[src/rtl/trail_id_pkg.sv]
package trail_id_pkg;
    localparam int SLOTS_DEF     = 16;
    localparam logic [7:0] SLOT_BASE_DEF = 8'h1C;
    localparam logic [7:0] STAT_ADDR_DEF = 8'h15;
    localparam logic [7:0] ENAB_ADDR_DEF = 8'h11;
    localparam int FLAG_BIT      = 6;

    typedef struct packed {
        logic       valid;
        logic [7:0] data;
    } tt_byte_t;

    function automatic logic is_marker(input logic [7:0] b);
        return b[7];
    endfunction

    function automatic logic [7:0] flag_to_reg(input logic f);
        logic [7:0] r;
        r = 8'h00;
        r[FLAG_BIT] = f;
        return r;
    endfunction
endpackage

[src/rtl/trail_id_seq.sv]
module trail_id_seq
    import trail_id_pkg::*;
#(
    parameter int DEPTH = SLOTS_DEF,
    localparam int IW = $clog2(DEPTH),
    localparam int PW = $clog2(DEPTH + 1)
) (
    input  logic          clk,
    input  logic          rst,
    input  tt_byte_t      rx,
    output logic          wr_en,
    output logic [IW-1:0] wr_idx,
    output logic [7:0]    wr_data,
    output logic          msg_start
);
    logic [PW-1:0] ptr;          // next slot; DEPTH means idle (full or unarmed)
    logic          room;

    assign room      = ptr < PW'(DEPTH);
    assign msg_start = rx.valid && is_marker(rx.data);
    assign wr_en     = msg_start || (rx.valid && room);
    assign wr_idx    = msg_start ? '0 : ptr[IW-1:0];
    assign wr_data   = rx.data;

    always_ff @(posedge clk) begin
        if (rst) begin
            ptr <= PW'(DEPTH);
        end else if (msg_start) begin
            ptr <= PW'(1);
        end else if (rx.valid && room) begin
            ptr <= ptr + PW'(1);
        end
    end

    p_ptr_bound_r4: assert property (@(posedge clk) disable iff (rst)
        ptr <= PW'(DEPTH));
    p_restart_r2: assert property (@(posedge clk) disable iff (rst)
        msg_start |=> ptr == PW'(1));
    p_idle_hold_r4: assert property (@(posedge clk) disable iff (rst)
        (!room && rx.valid && !is_marker(rx.data)) |=> ptr == PW'(DEPTH));
endmodule

[src/rtl/trail_id_store.sv]
module trail_id_store #(
    parameter int DEPTH = 16,
    localparam int IW = $clog2(DEPTH)
) (
    input  logic                  clk,
    input  logic                  rst,
    input  logic                  wr_en,
    input  logic [IW-1:0]         wr_idx,
    input  logic [7:0]            wr_data,
    output logic [DEPTH-1:0][7:0] slots
);
    for (genvar g = 0; g < DEPTH; g++) begin : g_slot
        always_ff @(posedge clk) begin
            if (rst) begin
                slots[g] <= 8'h00;
            end else if (wr_en && wr_idx == IW'(g)) begin
                slots[g] <= wr_data;
            end
        end
    end

    p_write_lands_r3: assert property (@(posedge clk) disable iff (rst)
        wr_en |=> slots[$past(wr_idx)] == $past(wr_data));
    p_quiet_stable_r3: assert property (@(posedge clk) disable iff (rst)
        !wr_en |=> $stable(slots));
endmodule

[src/rtl/trail_id_status.sv]
module trail_id_status (
    input  logic clk,
    input  logic rst,
    input  logic set_evt,
    input  logic clr_evt,
    input  logic en_wr,
    input  logic en_val,
    output logic flag,
    output logic enable,
    output logic irq
);
    always_ff @(posedge clk) begin
        if (rst) begin
            flag <= 1'b0;
        end else if (set_evt) begin
            flag <= 1'b1;
        end else if (clr_evt) begin
            flag <= 1'b0;
        end
    end

    always_ff @(posedge clk) begin
        if (rst) begin
            enable <= 1'b0;
        end else if (en_wr) begin
            enable <= en_val;
        end
    end

    assign irq = flag & enable;

    p_flag_set_r6: assert property (@(posedge clk) disable iff (rst)
        set_evt |=> flag);
    p_set_wins_r8: assert property (@(posedge clk) disable iff (rst)
        (set_evt && clr_evt) |=> flag);
    p_clear_r7: assert property (@(posedge clk) disable iff (rst)
        (clr_evt && !set_evt) |=> !flag);
    p_irq_hold_r9: assert property (@(posedge clk) disable iff (rst)
        (irq && !clr_evt && !en_wr) |=> irq);
endmodule

[src/rtl/trail_id_capture.sv]
module trail_id_capture
    import trail_id_pkg::*;
#(
    parameter int         DEPTH     = SLOTS_DEF,
    parameter logic [7:0] SLOT_BASE = SLOT_BASE_DEF,
    parameter logic [7:0] STAT_ADDR = STAT_ADDR_DEF,
    parameter logic [7:0] ENAB_ADDR = ENAB_ADDR_DEF
) (
    input  logic       clk,
    input  logic       rst,
    input  logic       rx_valid,
    input  logic [7:0] rx_byte,
    input  logic       rd_en,
    input  logic [7:0] rd_addr,
    output logic [7:0] rd_data,
    input  logic       cfg_wr,
    input  logic [7:0] cfg_addr,
    input  logic [7:0] cfg_data,
    output logic       irq
);
    localparam int IW = $clog2(DEPTH);

    tt_byte_t              rx;
    logic                  wr_en, msg_start, flag, enable;
    logic [IW-1:0]         wr_idx;
    logic [7:0]            wr_data, off, rd_mux;
    logic [DEPTH-1:0][7:0] slots;
    logic                  stat_rd, en_wr;

    assign rx      = '{valid: rx_valid, data: rx_byte};
    assign stat_rd = rd_en && rd_addr == STAT_ADDR;
    assign en_wr   = cfg_wr && cfg_addr == ENAB_ADDR;

    trail_id_seq #(.DEPTH(DEPTH)) u_seq (
        .clk(clk), .rst(rst), .rx(rx),
        .wr_en(wr_en), .wr_idx(wr_idx), .wr_data(wr_data), .msg_start(msg_start)
    );

    trail_id_store #(.DEPTH(DEPTH)) u_store (
        .clk(clk), .rst(rst),
        .wr_en(wr_en), .wr_idx(wr_idx), .wr_data(wr_data), .slots(slots)
    );

    trail_id_status u_status (
        .clk(clk), .rst(rst),
        .set_evt(msg_start), .clr_evt(stat_rd),
        .en_wr(en_wr), .en_val(cfg_data[FLAG_BIT]),
        .flag(flag), .enable(enable), .irq(irq)
    );

    assign off = rd_addr - SLOT_BASE;

    always_comb begin
        rd_mux = 8'h00;
        if (rd_addr == STAT_ADDR) begin
            rd_mux = flag_to_reg(flag);
        end else if (rd_addr == ENAB_ADDR) begin
            rd_mux = flag_to_reg(enable);
        end else if (off < 8'(DEPTH)) begin
            rd_mux = slots[off[IW-1:0]];
        end
    end

    always_ff @(posedge clk) begin
        if (rst) begin
            rd_data <= 8'h00;
        end else if (rd_en) begin
            rd_data <= rd_mux;
        end
    end

    p_slot0_marker_r2: assert property (@(posedge clk) disable iff (rst)
        (rx_valid && rx_byte[7]) |=> slots[0] == $past(rx_byte));
    p_stat_spare_zero_r6: assert property (@(posedge clk) disable iff (rst)
        $past(stat_rd) |-> (rd_data & 8'hBF) == 8'h00);
endmodule

[config.mk]
export PLATFORM = sky130hd
export DESIGN_NAME = trail_id_capture
export DESIGN_NICKNAME = d
export VERILOG_FILES = /design/src/rtl/trail_id_pkg.sv /design/src/rtl/trail_id_seq.sv /design/src/rtl/trail_id_store.sv /design/src/rtl/trail_id_status.sv /design/src/rtl/trail_id_capture.sv
export SDC_FILE = /design/constraint.sdc
export NUM_CORES = 1
export LEC_CHECK = 0
export BUFFER_PORTS_ARGS = -buffer_cell sky130_fd_sc_hd__buf_2
export CAP_MARGIN = 20
export CORE_MARGIN = 2
export CORE_UTILIZATION = 31
export CTS_BUF_LIST = sky130_fd_sc_hd__clkbuf_16
export DETAILED_ROUTE_END_ITERATION = 7
export GPL_TIMING_DRIVEN = 1
export PLACE_DENSITY = 0.48
export SYNTH_ARGS = -nofsm -noshare
export SYNTH_HDL_FRONTEND = slang
export SYNTH_SLANG_ARGS = --single-unit
export TNS_END_PERCENT = 20
[constraint.sdc]
create_clock -name clk -period 5.1 [get_ports clk]
set_input_delay 0.255 -clock clk [delete_from_list [all_inputs] [get_ports clk]]
set_output_delay 0.255 -clock clk [all_outputs]
set_load 0.02 [all_outputs]
==> flow_summary.json <==
{
  "cp_max_fo": 18,
  "crit_type": "input pin to register",
  "hold_viol": 0,
  "dr.pass1.iters": 6,
  "drt_wl_total_um": 15400,
  "dieArea_mm2": 0.0218,
  "antenna_cells": 0,
  "syn_to_final_growth_pct": 15.5,
  "crit_path_end_kind": "register",
  "slowest_delay_ps": 1130,
  "regToRegSetupSlack_ps": 2740,
  "place_congestion": 0.758,
  "grt_util_all_layers": 0.147,
  "regToRegStartpoint": "u_seq.ptr[4]",
  "synth_area_mm2": 0.00641,
  "ys_seq_area_frac": 0.447,
  "r2r_cells": 4,
  "powerDensity_mw_per_mm2": 353,
  "fin_crit_sh": 0.478,
  "chipWidth_um": 148,
  "clock.fmax_mhz": 411,
  "cts_resized": 0,
  "syn_inst": 583,
  "antenna_found_initial": 0,
  "vias_per_cell": 4.96,
  "fillers": 1974,
  "grt_max_degree": 84,
  "regArea_mm2": 0.00286,
  "worstSetupStartpointType": "input pin",
  "crit_chain": "buf_2 -> clkinv_1 -> ha_1 -> nor3_1 -> or3_1 -> o41ai_1",
  "io_buffers": 38,
  "htree_num_levels": 4,
  "post-dp-hpwl_um": 9870,
  "path_clk_slew_ps": 60,
  "cts_setup_buffers": 0,
  "required_ps": 5410,
  "min_period_ps": 2440,
  "gr-total-overflow": 0,
  "worst_path_dominant_cell_family": "adder cells",
  "setup_viol": 0,
  "status": "completed",
  "leakagePower_nw": 3.27,
  "synth_nets": 624,
  "cp.arrival_ps": 2750,
  "io_pins": 46,
  "die_h_um": 148,
  "critical_path.slowest_cell": "ha_1",
  "synth_cell_types": 50,
  "multi_input_area_mm2": 0.00333,
  "synth_edf_count": 0,
  "slew_viol_final": 0,
  "synthArstFlopShare": 0,
  "slew_headroom": 0.285,
  "ys.flop_type": "dfxtp_1",
  "wl_per_cell_um": 17.5,
  "rsz0062_at_grt": "no",
  "vias": 4373,
  "cp_num_cells": 6,
  "drt_iter0_markers": 237,
  "syn_area_per_cell_um2": 11.0,
  "detail-route-antenna-nets": 0,
  "cts_tree": "yes",
  "numCtsBuffers": 17,
  "cts_buffer_depth": 2,
  "fin_nets": 640,
  "hold_class": "input pin to register",
  "crit_buf_inv": 2,
  "crit_path_end": "rd_data[6]",
  "p_total_mw": 2.61,
  "worst_slew_pin_slew_ps": 1070,
  "yosysWarnings": 0,
  "drive_gt1_frac": 0.196,
  "irDropWorstVdd_mv": 0.208,
  "r2r-end": "u_store.slots[92]",
  "startpoint": "rd_addr[2]",
  "clk_latency_ps": 410,
  "cts_hold_buffers": 0,
  "rows": 52,
  "cts.sinks": 143,
  "cts_root_buf": "clkbuf_16",
  "drc_errors": 0,
  "finalClockSkew_ps": 7.70,
  "maxCapViolCount": 0,
  "grt_pass1_wl_um": 24300,
  "first_global_vias": 4398,
  "start_util": 0.317,
  "ys_ff_latch": 143,
  "fin_tns_setup_ps": 0,
  "core_mm2": 0.0202
}
## tightest hold or removal path: stages
cell and delay, ps:
buf_2 80, mux2i_1 50, nor2_1 70
## through the flow
stage / instance area [µm²] / util / std cells / worst slack, ps / hold slack, ps
global route: 7400 / 0.366 / 882 / 2420 / 81.4
CTS: 7400 / 0.366 / 882 / 2590 / 65.9
floorplan: 6410 / - / 583 / 3120 / 399
detailed placement: 6760 / 0.334 / 850 / 2150 / 468
global placement: 6760 / 0.334 / 850 / 2190 / 460
finish: 7400 / 0.366 / 882 / 2660 / 75.2
## how the worst min path moves through the flow
stage                        from            endpoint  depth (start not counted)
4_1_cts               cfg_data[6]     u_status.enable                          3
3_5_place_dp   u_store.slots[111]  u_store.slots[111]                          1
6_report              cfg_data[6]     u_status.enable                          3
5_1_grt               cfg_data[6]     u_status.enable                          3
2_1_floorplan         cfg_data[6]     u_status.enable                          2
3_3_place_gp   u_store.slots[119]  u_store.slots[119]                          1
## layout make-up
type | instances | area share
sequential | 143 | 0.387
clock inverter | 15 | 0.0296
inverter | 3 | 0.00152
tap | 270 | 0.0457
multi-input combinational | 393 | 0.450
timing repair buffer | 41 | 0.0291
clock buffer | 17 | 0.0575
## metal layers
metal  up-vias  global-route usage  wire length [µm]
li1       2105                   -                 -
met1      2174               0.195              7310
met2        84               0.235              7280
met3        10              0.0367               650
met4         0              0.0495               194
met5         -                   0                 0
## where the power goes
part           switching, mW  internal [mW]
logic                 0.0886         0.0488
registers            0.00699           1.12
clock network          0.480          0.865
## registers in the layout (all words and copies together), names as in the netlist
| signal | flops |
|---|---|
| u_store.slots | 128 |
| u_status.enable | 1 |
| u_seq.ptr | 5 |
| u_status.flag | 1 |
| rd_data | 8 |
## logic make-up after synthesis
| logic type | Yosys count | synth area share |
|---|---|---|
| AND/OR/NAND/NOR | 202 | 0.158 |
| multiplexers | 161 | 0.312 |
| flip-flops | 143 | 0.447 |
| buffers and inverters | 47 | 0.0352 |
| AO/OA/AOI/OAI | 23 | 0.0357 |
| adder cells (fa/ha/maj) | 4 | 0.00781 |
| XOR/XNOR | 3 | 0.00410 |
## cells in the mapped netlist (2+ instances only)
cell / n / area, µm²
dfxtp_1: 143 / 2860
mux2i_1: 130 / 1300
nor2_1: 122 / 458
mux4_2: 31 / 698
clkbuf_1: 25 / 93.8
nand2_1: 21 / 78.8
buf_2: 12 / 60.1
and3b_1: 10 / 87.6
a32o_1: 7 / 70.1
nor3b_1: 7 / 52.6
nand3_2: 6 / 60.1
nor2b_1: 5 / 31.3
a21oi_1: 4 / 20.0
buf_6: 4 / 45.0
ha_1: 4 / 50.1
nand3_1: 4 / 20.0
nor3_1: 4 / 20.0
and4_1: 3 / 26.3
and2_1: 2 / 12.5
buf_1: 2 / 7.51
inv_1: 2 / 7.51
nand2b_1: 2 / 12.5
nand3b_1: 2 / 15.0
nand4_2: 2 / 25.0
o211ai_2: 2 / 25.0
or3_1: 2 / 12.5
xor2_1: 2 / 17.5
## placed cells by master (no fill, tap or decap), drive strengths merged, types with 2 or more instances in the layout
cell,synthesis,final
nor3,5,5
o211ai,3,3
nor4b,2,2
dfxtp,143,143
nand4,3,3
ha,4,4
nand3b,2,2
buf,19,41
mux2i,130,130
mux4,31,31
clkinvlp,0,3
nor2b,5,5
a21oi,4,4
xor2,2,2
bufinv,0,5
a32o,7,7
and3b,10,10
nor2,122,122
nor3b,8,8
nand2,21,21
nand3,10,10
nand2b,2,2
or3,2,2
clkinv,1,8
inv,2,2
and2,2,2
clkbuf,25,17
and4,3,3
No activity file was read; power rests on OpenSTA's default activity.
